[config.mk]
export PLATFORM = sky130hd
export DESIGN_NAME = oro_readout_top
export DESIGN_NICKNAME = d
export VERILOG_FILES = /design/src/rtl/oro_pkg.sv /design/src/rtl/oro_sync_edge.sv /design/src/rtl/oro_cnt_reg.sv /design/src/rtl/oro_shift_seq.sv /design/src/rtl/oro_readout_top.sv
export SDC_FILE = /design/constraint.sdc
export NUM_CORES = 1
export LEC_CHECK = 0
export ABC_CLOCK_PERIOD_IN_PS = 2830
export BUFFER_PORTS_ARGS = -buffer_cell sky130_fd_sc_hd__buf_2
export CAP_MARGIN = 5
export CORE_UTILIZATION = 55
export CTS_CLUSTER_DIAMETER = 100
export DETAILED_ROUTE_END_ITERATION = 16
export PLACE_DENSITY = 0.78
export SYNTH_ARGS = -nofsm -noshare
export SYNTH_HDL_FRONTEND = slang
export SYNTH_SLANG_ARGS = --single-unit
[constraint.sdc]
create_clock -name clk -period 2.83 [get_ports clk]
set_input_delay 0.283 -clock clk [delete_from_list [all_inputs] [get_ports clk]]
set_output_delay 0.283 -clock clk [all_outputs]
set_load 0.03 [all_outputs]
[src/rtl/oro_pkg.sv]
// Package: shared types for the serial readout port.
// Assumes the count/info byte is 8 bits and the length field is 4 bits.
package oro_pkg;
    localparam int BYTE_W = 8;
    localparam int LEN_W  = 4;

    // Which byte the shift sequencer is currently sending.
    typedef enum logic [1:0] {
        PH_IDLE = 2'd0,
        PH_STAT = 2'd1,
        PH_CNT  = 2'd2,
        PH_FIFO = 2'd3
    } phase_e;

    // Stored fields of the count/info byte.
    typedef struct packed {
        logic [1:0]       ep;
        logic             tog;
        logic             setup;
        logic [LEN_W-1:0] len;
    } cnt_fields_t;
endpackage

[src/rtl/oro_sync_edge.sv]
// Module: oro_sync_edge
// Synchronises the three asynchronous link lines into clk and gives
// single-cycle events for a serial-clock fall and a strobe rise, plus
// the level of the select line.
// Assumes each line stays at a level for more than STAGES+1 clk cycles.
module oro_sync_edge #(
    parameter int STAGES = 2
) (
    input  logic clk,
    input  logic rst_n,
    input  logic sck,
    input  logic sin,
    input  logic sdi,
    output logic sck_fall,
    output logic sdi_rise,
    output logic sin_hi
);
    localparam int         NLINES = 3;
    localparam logic [2:0] IDLE_LVL = 3'b011;   // sdi=0, sin=1, sck=1

    logic [NLINES-1:0] raw;
    logic [NLINES-1:0] stg [STAGES];
    logic [NLINES-1:0] prev;
    logic [NLINES-1:0] cur;

    assign raw = {sdi, sin, sck};
    assign cur = stg[STAGES-1];

    // First synchroniser stage.
    always_ff @(posedge clk) begin
        if (!rst_n) stg[0] <= IDLE_LVL;
        else        stg[0] <= raw;
    end

    // Remaining synchroniser stages.
    for (genvar i = 1; i < STAGES; i++) begin : g_stage
        always_ff @(posedge clk) begin
            if (!rst_n) stg[i] <= IDLE_LVL;
            else        stg[i] <= stg[i-1];
        end
    end

    // Previous synchronised levels, used for edge detection.
    always_ff @(posedge clk) begin
        if (!rst_n) prev <= IDLE_LVL;
        else        prev <= cur;
    end

    assign sck_fall = prev[0] & ~cur[0];
    assign sdi_rise = ~prev[2] & cur[2];
    assign sin_hi   = cur[1];
endmodule

[src/rtl/oro_cnt_reg.sv]
// Module: oro_cnt_reg
// Holds the count/info fields and the EP0 OUT-done flag. Accepts packet
// strobes from the packet decoder and clears flags when a read completes.
// A set from a packet wins over a clear in the same cycle.
// Assumes pkt_valid lasts one cycle for each packet.
module oro_cnt_reg
    import oro_pkg::*;
#(
    parameter int         MAX_LEN = 8,
    parameter logic [1:0] REV_ID  = 2'b11
) (
    input  logic              clk,
    input  logic              rst_n,
    input  logic              pkt_valid,
    input  logic [1:0]        pkt_ep,
    input  logic              pkt_data1,
    input  logic              pkt_setup,
    input  logic [LEN_W-1:0]  pkt_len,
    input  logic              ep1_en,
    input  logic              ep2_en,
    input  logic              rd_done,
    input  logic              rd_from_stat,
    output logic [BYTE_W-1:0] cnt_byte,
    output logic              out_done
);
    localparam logic [LEN_W-1:0] LEN_MAX = LEN_W'(MAX_LEN);

    cnt_fields_t      f;
    logic             accept;
    logic [LEN_W-1:0] len_clamp;
    logic             any_ep_en;

    // A packet is accepted unless its endpoint is 3, or it is a SETUP packet for a nonzero endpoint.
    assign accept    = pkt_valid && (pkt_ep != 2'd3) && !(pkt_setup && (pkt_ep != 2'd0));
    assign len_clamp = (pkt_len > LEN_MAX) ? LEN_MAX : pkt_len;
    assign any_ep_en = ep1_en | ep2_en;

    // Capture the packet fields on acceptance.
    always_ff @(posedge clk) begin
        if (!rst_n) begin
            f.ep  <= '0;
            f.tog <= 1'b0;
            f.len <= '0;
        end else if (accept) begin
            f.ep  <= pkt_ep;
            f.tog <= pkt_data1;
            f.len <= len_clamp;
        end
    end

    // SETUP flag: a SETUP packet sets it, any completed read clears it.
    always_ff @(posedge clk) begin
        if (!rst_n)                     f.setup <= 1'b0;
        else if (accept && pkt_setup)   f.setup <= 1'b1;
        else if (rd_done)               f.setup <= 1'b0;
    end

    // OUT-done flag: an EP0 packet sets it, a completed read from the status byte clears it.
    always_ff @(posedge clk) begin
        if (!rst_n)                             out_done <= 1'b0;
        else if (accept && pkt_ep == 2'd0)      out_done <= 1'b1;
        else if (rd_done && rd_from_stat)       out_done <= 1'b0;
    end

    assign cnt_byte = {(any_ep_en ? f.ep : REV_ID), f.tog, f.setup, f.len};

    AST_LEN_MAX: assert property (@(posedge clk) disable iff (!rst_n)
        f.len <= LEN_MAX) else $error("stored length above maximum");
    AST_DONE_SET: assert property (@(posedge clk) disable iff (!rst_n)
        accept && pkt_ep == 2'd0 |=> out_done) else $error("out-done not set");
    AST_SETUP_CLR: assert property (@(posedge clk) disable iff (!rst_n)
        rd_done && !(accept && pkt_setup) |=> !f.setup) else $error("setup not cleared");
    AST_SET_WINS: assert property (@(posedge clk) disable iff (!rst_n)
        rd_done && accept && pkt_setup |=> f.setup) else $error("clear beat set");
endmodule

[src/rtl/oro_shift_seq.sv]
// Module: oro_shift_seq
// Sequences one read: the status byte (optional), then the count/info byte,
// then the FIFO bytes. Each byte is sent least significant bit first, and
// each serial-clock fall advances one bit. The length is snapshotted when
// the read starts.
// Assumes the events come from oro_sync_edge, one cycle each.
module oro_shift_seq
    import oro_pkg::*;
(
    input  logic              clk,
    input  logic              rst_n,
    input  logic              sck_fall,
    input  logic              sdi_rise,
    input  logic              sin_hi,
    input  logic [BYTE_W-1:0] status_byte,
    input  logic [BYTE_W-1:0] cnt_byte,
    input  logic [BYTE_W-1:0] fifo_data,
    output logic              sdo,
    output logic              fifo_pop,
    output logic              rd_done,
    output logic              rd_from_stat
);
    localparam int BIT_W = $clog2(BYTE_W);
    localparam logic [BIT_W-1:0] LAST_BIT = BIT_W'(BYTE_W - 1);

    phase_e            phase;
    logic [BYTE_W-1:0] shreg;
    logic [BIT_W-1:0]  bitcnt;
    logic [LEN_W-1:0]  snap_len;
    logic [LEN_W-1:0]  rem;
    logic              moved;
    logic              byte_end;
    logic              start_stat;
    logic              start_cnt;
    logic              more_fifo;

    // Decode the events that change the sequence.
    assign byte_end   = sck_fall && !sin_hi && (phase != PH_IDLE) && (bitcnt == LAST_BIT);
    assign start_stat = sdi_rise && !sin_hi && (phase == PH_IDLE);
    assign start_cnt  = sdi_rise && !sin_hi && !sck_fall && (phase == PH_STAT) && !moved;
    assign more_fifo  = ((phase == PH_CNT) && (snap_len != '0)) ||
                        ((phase == PH_FIFO) && (rem != '0));
    assign fifo_pop   = byte_end && more_fifo;
    assign rd_done    = byte_end && !more_fifo && (phase != PH_STAT);

    // Phase, shift register and counters.
    always_ff @(posedge clk) begin
        if (!rst_n) begin
            phase        <= PH_IDLE;
            shreg        <= '0;
            bitcnt       <= '0;
            snap_len     <= '0;
            rem          <= '0;
            moved        <= 1'b0;
            rd_from_stat <= 1'b0;
        end else if (sin_hi) begin
            phase  <= PH_IDLE;
            bitcnt <= '0;
            moved  <= 1'b0;
        end else if (start_stat) begin
            phase        <= PH_STAT;
            shreg        <= status_byte;
            bitcnt       <= '0;
            snap_len     <= cnt_byte[LEN_W-1:0];
            moved        <= 1'b0;
            rd_from_stat <= 1'b1;
        end else if (start_cnt) begin
            phase        <= PH_CNT;
            shreg        <= cnt_byte;
            snap_len     <= cnt_byte[LEN_W-1:0];
            rd_from_stat <= 1'b0;
        end else if (sck_fall && phase != PH_IDLE) begin
            moved <= 1'b1;
            if (!byte_end) begin
                shreg  <= {1'b0, shreg[BYTE_W-1:1]};
                bitcnt <= bitcnt + 1'b1;
            end else begin
                bitcnt <= '0;
                unique case (phase)
                    PH_STAT: begin
                        phase <= PH_CNT;
                        shreg <= cnt_byte;
                    end
                    PH_CNT: begin
                        if (snap_len != '0) begin
                            phase <= PH_FIFO;
                            shreg <= fifo_data;
                            rem   <= snap_len - 1'b1;
                        end else begin
                            phase <= PH_IDLE;
                        end
                    end
                    PH_FIFO: begin
                        if (rem != '0) begin
                            shreg <= fifo_data;
                            rem   <= rem - 1'b1;
                        end else begin
                            phase <= PH_IDLE;
                        end
                    end
                    default: phase <= PH_IDLE;
                endcase
            end
        end
    end

    assign sdo = (phase == PH_IDLE) ? 1'b1 : shreg[0];

    AST_SIN_IDLE: assert property (@(posedge clk) disable iff (!rst_n)
        sin_hi |=> (phase == PH_IDLE) && sdo) else $error("select high did not idle");
    AST_SDO_HOLD: assert property (@(posedge clk) disable iff (!rst_n)
        !sck_fall && !sdi_rise && !sin_hi |=> $stable(sdo)) else $error("sdo moved without event");
    AST_POP_PHASE: assert property (@(posedge clk) disable iff (!rst_n)
        fifo_pop |-> (phase == PH_CNT || phase == PH_FIFO)) else $error("pop outside data phase");
    AST_POP_DONE_EXCL: assert property (@(posedge clk) disable iff (!rst_n)
        $onehot0({fifo_pop, rd_done})) else $error("pop and done together");
endmodule

[src/rtl/oro_readout_top.sv]
// Module: oro_readout_top
// Top of the serial status / OUT-data readout port. It joins the line
// synchroniser, the count/info register and the shift sequencer, and it
// builds the status byte (OUT-done in bit 0).
// Assumes the packet and FIFO signals are synchronous to clk.
module oro_readout_top
    import oro_pkg::*;
#(
    parameter int         SYNC_STAGES = 2,
    parameter int         MAX_LEN     = 8,
    parameter logic [1:0] REV_ID      = 2'b11
) (
    input  logic              clk,
    input  logic              rst_n,
    input  logic              sck,
    input  logic              sin,
    input  logic              sdi,
    output logic              sdo,
    input  logic [6:0]        status_misc,
    input  logic              pkt_valid,
    input  logic [1:0]        pkt_ep,
    input  logic              pkt_data1,
    input  logic              pkt_setup,
    input  logic [LEN_W-1:0]  pkt_len,
    input  logic              ep1_en,
    input  logic              ep2_en,
    input  logic [BYTE_W-1:0] fifo_data,
    output logic              fifo_pop
);
    logic              sck_fall;
    logic              sdi_rise;
    logic              sin_hi;
    logic [BYTE_W-1:0] cnt_byte;
    logic [BYTE_W-1:0] status_byte;
    logic              out_done;
    logic              rd_done;
    logic              rd_from_stat;

    assign status_byte = {status_misc, out_done};

    oro_sync_edge #(.STAGES(SYNC_STAGES)) u_sync (
        .clk      (clk),
        .rst_n    (rst_n),
        .sck      (sck),
        .sin      (sin),
        .sdi      (sdi),
        .sck_fall (sck_fall),
        .sdi_rise (sdi_rise),
        .sin_hi   (sin_hi)
    );

    oro_cnt_reg #(.MAX_LEN(MAX_LEN), .REV_ID(REV_ID)) u_cnt (
        .clk          (clk),
        .rst_n        (rst_n),
        .pkt_valid    (pkt_valid),
        .pkt_ep       (pkt_ep),
        .pkt_data1    (pkt_data1),
        .pkt_setup    (pkt_setup),
        .pkt_len      (pkt_len),
        .ep1_en       (ep1_en),
        .ep2_en       (ep2_en),
        .rd_done      (rd_done),
        .rd_from_stat (rd_from_stat),
        .cnt_byte     (cnt_byte),
        .out_done     (out_done)
    );

    oro_shift_seq u_seq (
        .clk          (clk),
        .rst_n        (rst_n),
        .sck_fall     (sck_fall),
        .sdi_rise     (sdi_rise),
        .sin_hi       (sin_hi),
        .status_byte  (status_byte),
        .cnt_byte     (cnt_byte),
        .fifo_data    (fifo_data),
        .sdo          (sdo),
        .fifo_pop     (fifo_pop),
        .rd_done      (rd_done),
        .rd_from_stat (rd_from_stat)
    );
endmodule

==> key figures <==
Hold path
  – Hold Path End: u_sync.stg[0][0]
  – Hold Path Class: input pin to register
  – Hold wc startpoint: sck
  – Hold Path Cell Cnt: 2

Yosys
  – Synth Area in Compound Gates: 0.223
  – Synthesis Warnings: 0
  – Synth cell count leaders: dfxtp_1, nand2_1, nor2_1, a21oi_1, o21ai_0
  – Top cell type's share of synthesized area: 0.380
  – Syn nets: about 290
  – Seq/Total Area, Yosys: 0.380
  – Synth Cell Area: ~2100 um2
  – Predominant post-synthesis flop cell: dfxtp_1
  – Top-count cell post-synth: dfxtp_1
  – Simple-Gate Fraction of Synth Area: 0.266
  – Post-synth cell types: 47
  – Cells after Synth: 252
  – Xor/xnor cell area share of the yosys netlist: 0
  – Syn_area_per_cell: 8.36 um2
  – Ranking of synthesized cells by area: dfxtp_1, a21oi_1, nand2_1
  – Adder-cell share of the synthesized area: 0.0475
  – Largest family of logic cells by synthesized area: simple AND/OR/NAND/NOR gates
  – Async S/R FF share, synth: 0
  – Mux contribution to synthesized area: 0.0380
  – Number of synthesized flops with an enable pin: 0
  – Largest area contributor in the netlist: dfxtp_1
  – FF+latch count, synth: 40

Timing
  – Final setup violation count: 0
  – RSZ-0062 raised after global routing: false
  – Final worst slack: between 300 and 400 ps
  – Post-layout min period: ~2500 ps
  – Max Clk Rate: 0.406 GHz
  – Slew of the pin with the lowest slew margin: between 600 and 700 ps
  – Slew Viols, Final: 0
  – Final hold violations: 0
  – Slew HR: 0.561
  – Worst Clk Skew: just under 6 ps
  – TNS Setup: 0 ps
  – Fin crit share: 0.871

Placed design
  – Inst Count DP: between 300 and 400
  – Port buffer count: 32
  – GPL Wtd Cong: between 0.9 and 1
  – Area after DPL: 2280 um2
  – Detailed placer's ending HPWL: around 3.4 mm
  – Pre-CTS setup slack: between 300 and 400 ps

Cells and area
  – Share of cells above drive strength 1: 0.215
  – Finished Layout Cells: approximately 330
  – Area of the multi-input gates: 1210 um2
  – Fillers: ~340
  – Nets@finish: 322
  – # diodes: 0
  – Area delta synth->final: 12.5%
  – Final instance area: roughly 2400 um2
  – Register area: between 800 and 900 um2

Global route
  – First-pass GRT wire length: between 7 and 8 mm
  – Antenna violations before repair: 0
  – All-Layer GR Usage: 0.247
  – Vias in the first global route: between 1.5k and 2k
  – GR Overflow Total: 0
  – Largest net degree at the start of global routing: 22

Clocking
  – Post-CTS resize count: 0
  – Hold Buf Count CTS: 0
  – Clock Tree Root: clkbuf_8
  – CTS clock-pin slew for the worst setup and hold paths: ~80 ps
  – Worst-skew pair later-pin latency: a little under 300 ps
  – Postcts setup bufs: 0
  – Bufs on Longest Clock Path: 2
  – TritonCTS Buffers: 5
  – Htree depth: 2
  – Clk sink count: 40
  – CTS tree: built

Floorplanning
  – Die Area: roughly 4100 um2
  – I/O Pins: 33
  – FP Rows: 22
  – Core Box Area: 3660 um2
  – Die H: between 60 and 70 um
  – Starting Density: 0.575
  – Die W: 63.9 um

Route
  – DR iter-0 viols: 84
  – Final WL: 4.59 mm
  – Avg WL per Cell: 13.8 um
  – Antenna Nets Post-Route: 0
  – DRC: 0
  – DR pass1 iterations: 4
  – Drt via density: approximately 5.6
  – Vias: roughly 1.8k

Pwr
  – Final Total Pwr: about 1.0 mW
  – Peak supply drop: 0.292 mV
  – Lkg Pwr: 0.871 nW
  – Pwr dens: approximately 440 nW/um2

Critical path
  – Crit. End Element: register
  – CP arrival: 2700 ps
  – Worst r2r dst: u_seq.shreg[4]
  – Worst R2R Setup Slack: about 360 ps
  – Crit Path Category: register to register
  – Crit path required time: around 3100 ps
  – CP Launch Type: register
  – CP Max Fanout: 14
  – Worst-case reg-to-reg path depth: 7
  – Reg2reg start: u_seq.phase[0]

Status
  – Status: complete, no violations

Run
  – Max cap viols: 0
-- critical path, cell delays in order, from the launching register on --
cell and delay, ps:
dfxtp_1 390, inv_1 100, ha_1 310, or3b_1 540, a221oi_4 680, buf_4 220, o21ai_1 50, a21oi_1 110
-- layer usage --
metal / routed length [um] / global-route usage / vias to the layer above
met3: 226 / 0.0446 / 6
met5: 0 / 0 / -
met2: 2040 / 0.383 / 53
li1: - / - / 951
met1: 2260 / 0.346 / 839
met4: 65 / 0.0767 / 0
-- state kept, by name (all words and copies together) (netlist names) --
| name | cells |
|---|---|
| u_seq.shreg | 8 |
| u_cnt.cnt_byte | 6 |
| u_sync.stg | 6 |
| u_seq.rem | 4 |
| u_seq.snap_len | 4 |
| u_seq.bitcnt | 3 |
| u_cnt.f | 2 |
| u_seq.phase | 2 |
| u_sync.prev | 2 |
| u_cnt.out_done | 1 |
| u_seq.moved | 1 |
| u_seq.rd_from_stat | 1 |
-- final cells by class --
class | count | share of cell area
Clock buffer | 6 | 0.0349
Inverter | 4 | 0.00634
Clock inverter | 2 | 0.00423
Sequential cell | 40 | 0.338
Multi-Input combinational cell | 196 | 0.511
Tap cell | 48 | 0.0254
Timing Repair Buffer | 36 | 0.0803
-- worst max path at each step --
stage	slack, ps	endpoint	start
floorplan	790	u_seq.rem[2]	u_seq.phase[0]
global placement	470	u_seq.shreg[4]	u_seq.phase[0]
detailed placement	390	u_seq.shreg[4]	u_seq.phase[0]
CTS	380	u_seq.shreg[4]	u_seq.phase[0]
global route	200	u_seq.shreg[4]	u_seq.phase[0]
finish	360	u_seq.shreg[4]	u_seq.phase[0]
-- cells in the final DEF (no fill, tap or decap), types with 2 or more instances in the layout --
| cell type | count |
|---|---|
| a21oi_1 | 27 |
| o211ai_1 | 2 |
| ha_1 | 8 |
| o221ai_1 | 2 |
| a211oi_2 | 2 |
| nor3b_1 | 4 |
| nor2b_1 | 3 |
| a21oi_2 | 2 |
| nor3_1 | 3 |
| a311oi_1 | 3 |
| dfxtp_1 | 40 |
| inv_1 | 4 |
| nand3_1 | 7 |
| nand2b_1 | 9 |
| a31oi_1 | 5 |
| o21ai_0 | 10 |
| clkbuf_8 | 6 |
| or3_1 | 2 |
| clkinv_2 | 2 |
| or2_2 | 2 |
| nor2_1 | 31 |
| o21ai_1 | 3 |
| buf_4 | 4 |
| mux2i_1 | 8 |
| a221oi_1 | 2 |
| a211oi_1 | 2 |
| nand2_1 | 35 |
| nor3b_2 | 2 |
| and2_1 | 5 |
| buf_2 | 32 |
-- cell families after synthesis --
family          Yosys count
simple gates            111
compound gates           69
flops                    40
buf+inv                  16
mux                       8
fa+ha+maj                 8
-- per-stage QoR --
step	hold slack, ps	util
final	161	0.647
after global routing	163	0.647
after CTS	160	0.647
after detailed placement	396	0.622
after global placement	388	0.622
after floorplan	356	-
-- power by group --
group	total, mW	leakage, nW	switching (mW)	internal [mW]
Clock	0.395	0.0510	0.201	0.195
Combinational	0.0702	0.495	0.0360	0.0341
Sequential	0.584	0.325	0.00960	0.574
No activity file was read; power rests on OpenSTA's default activity.
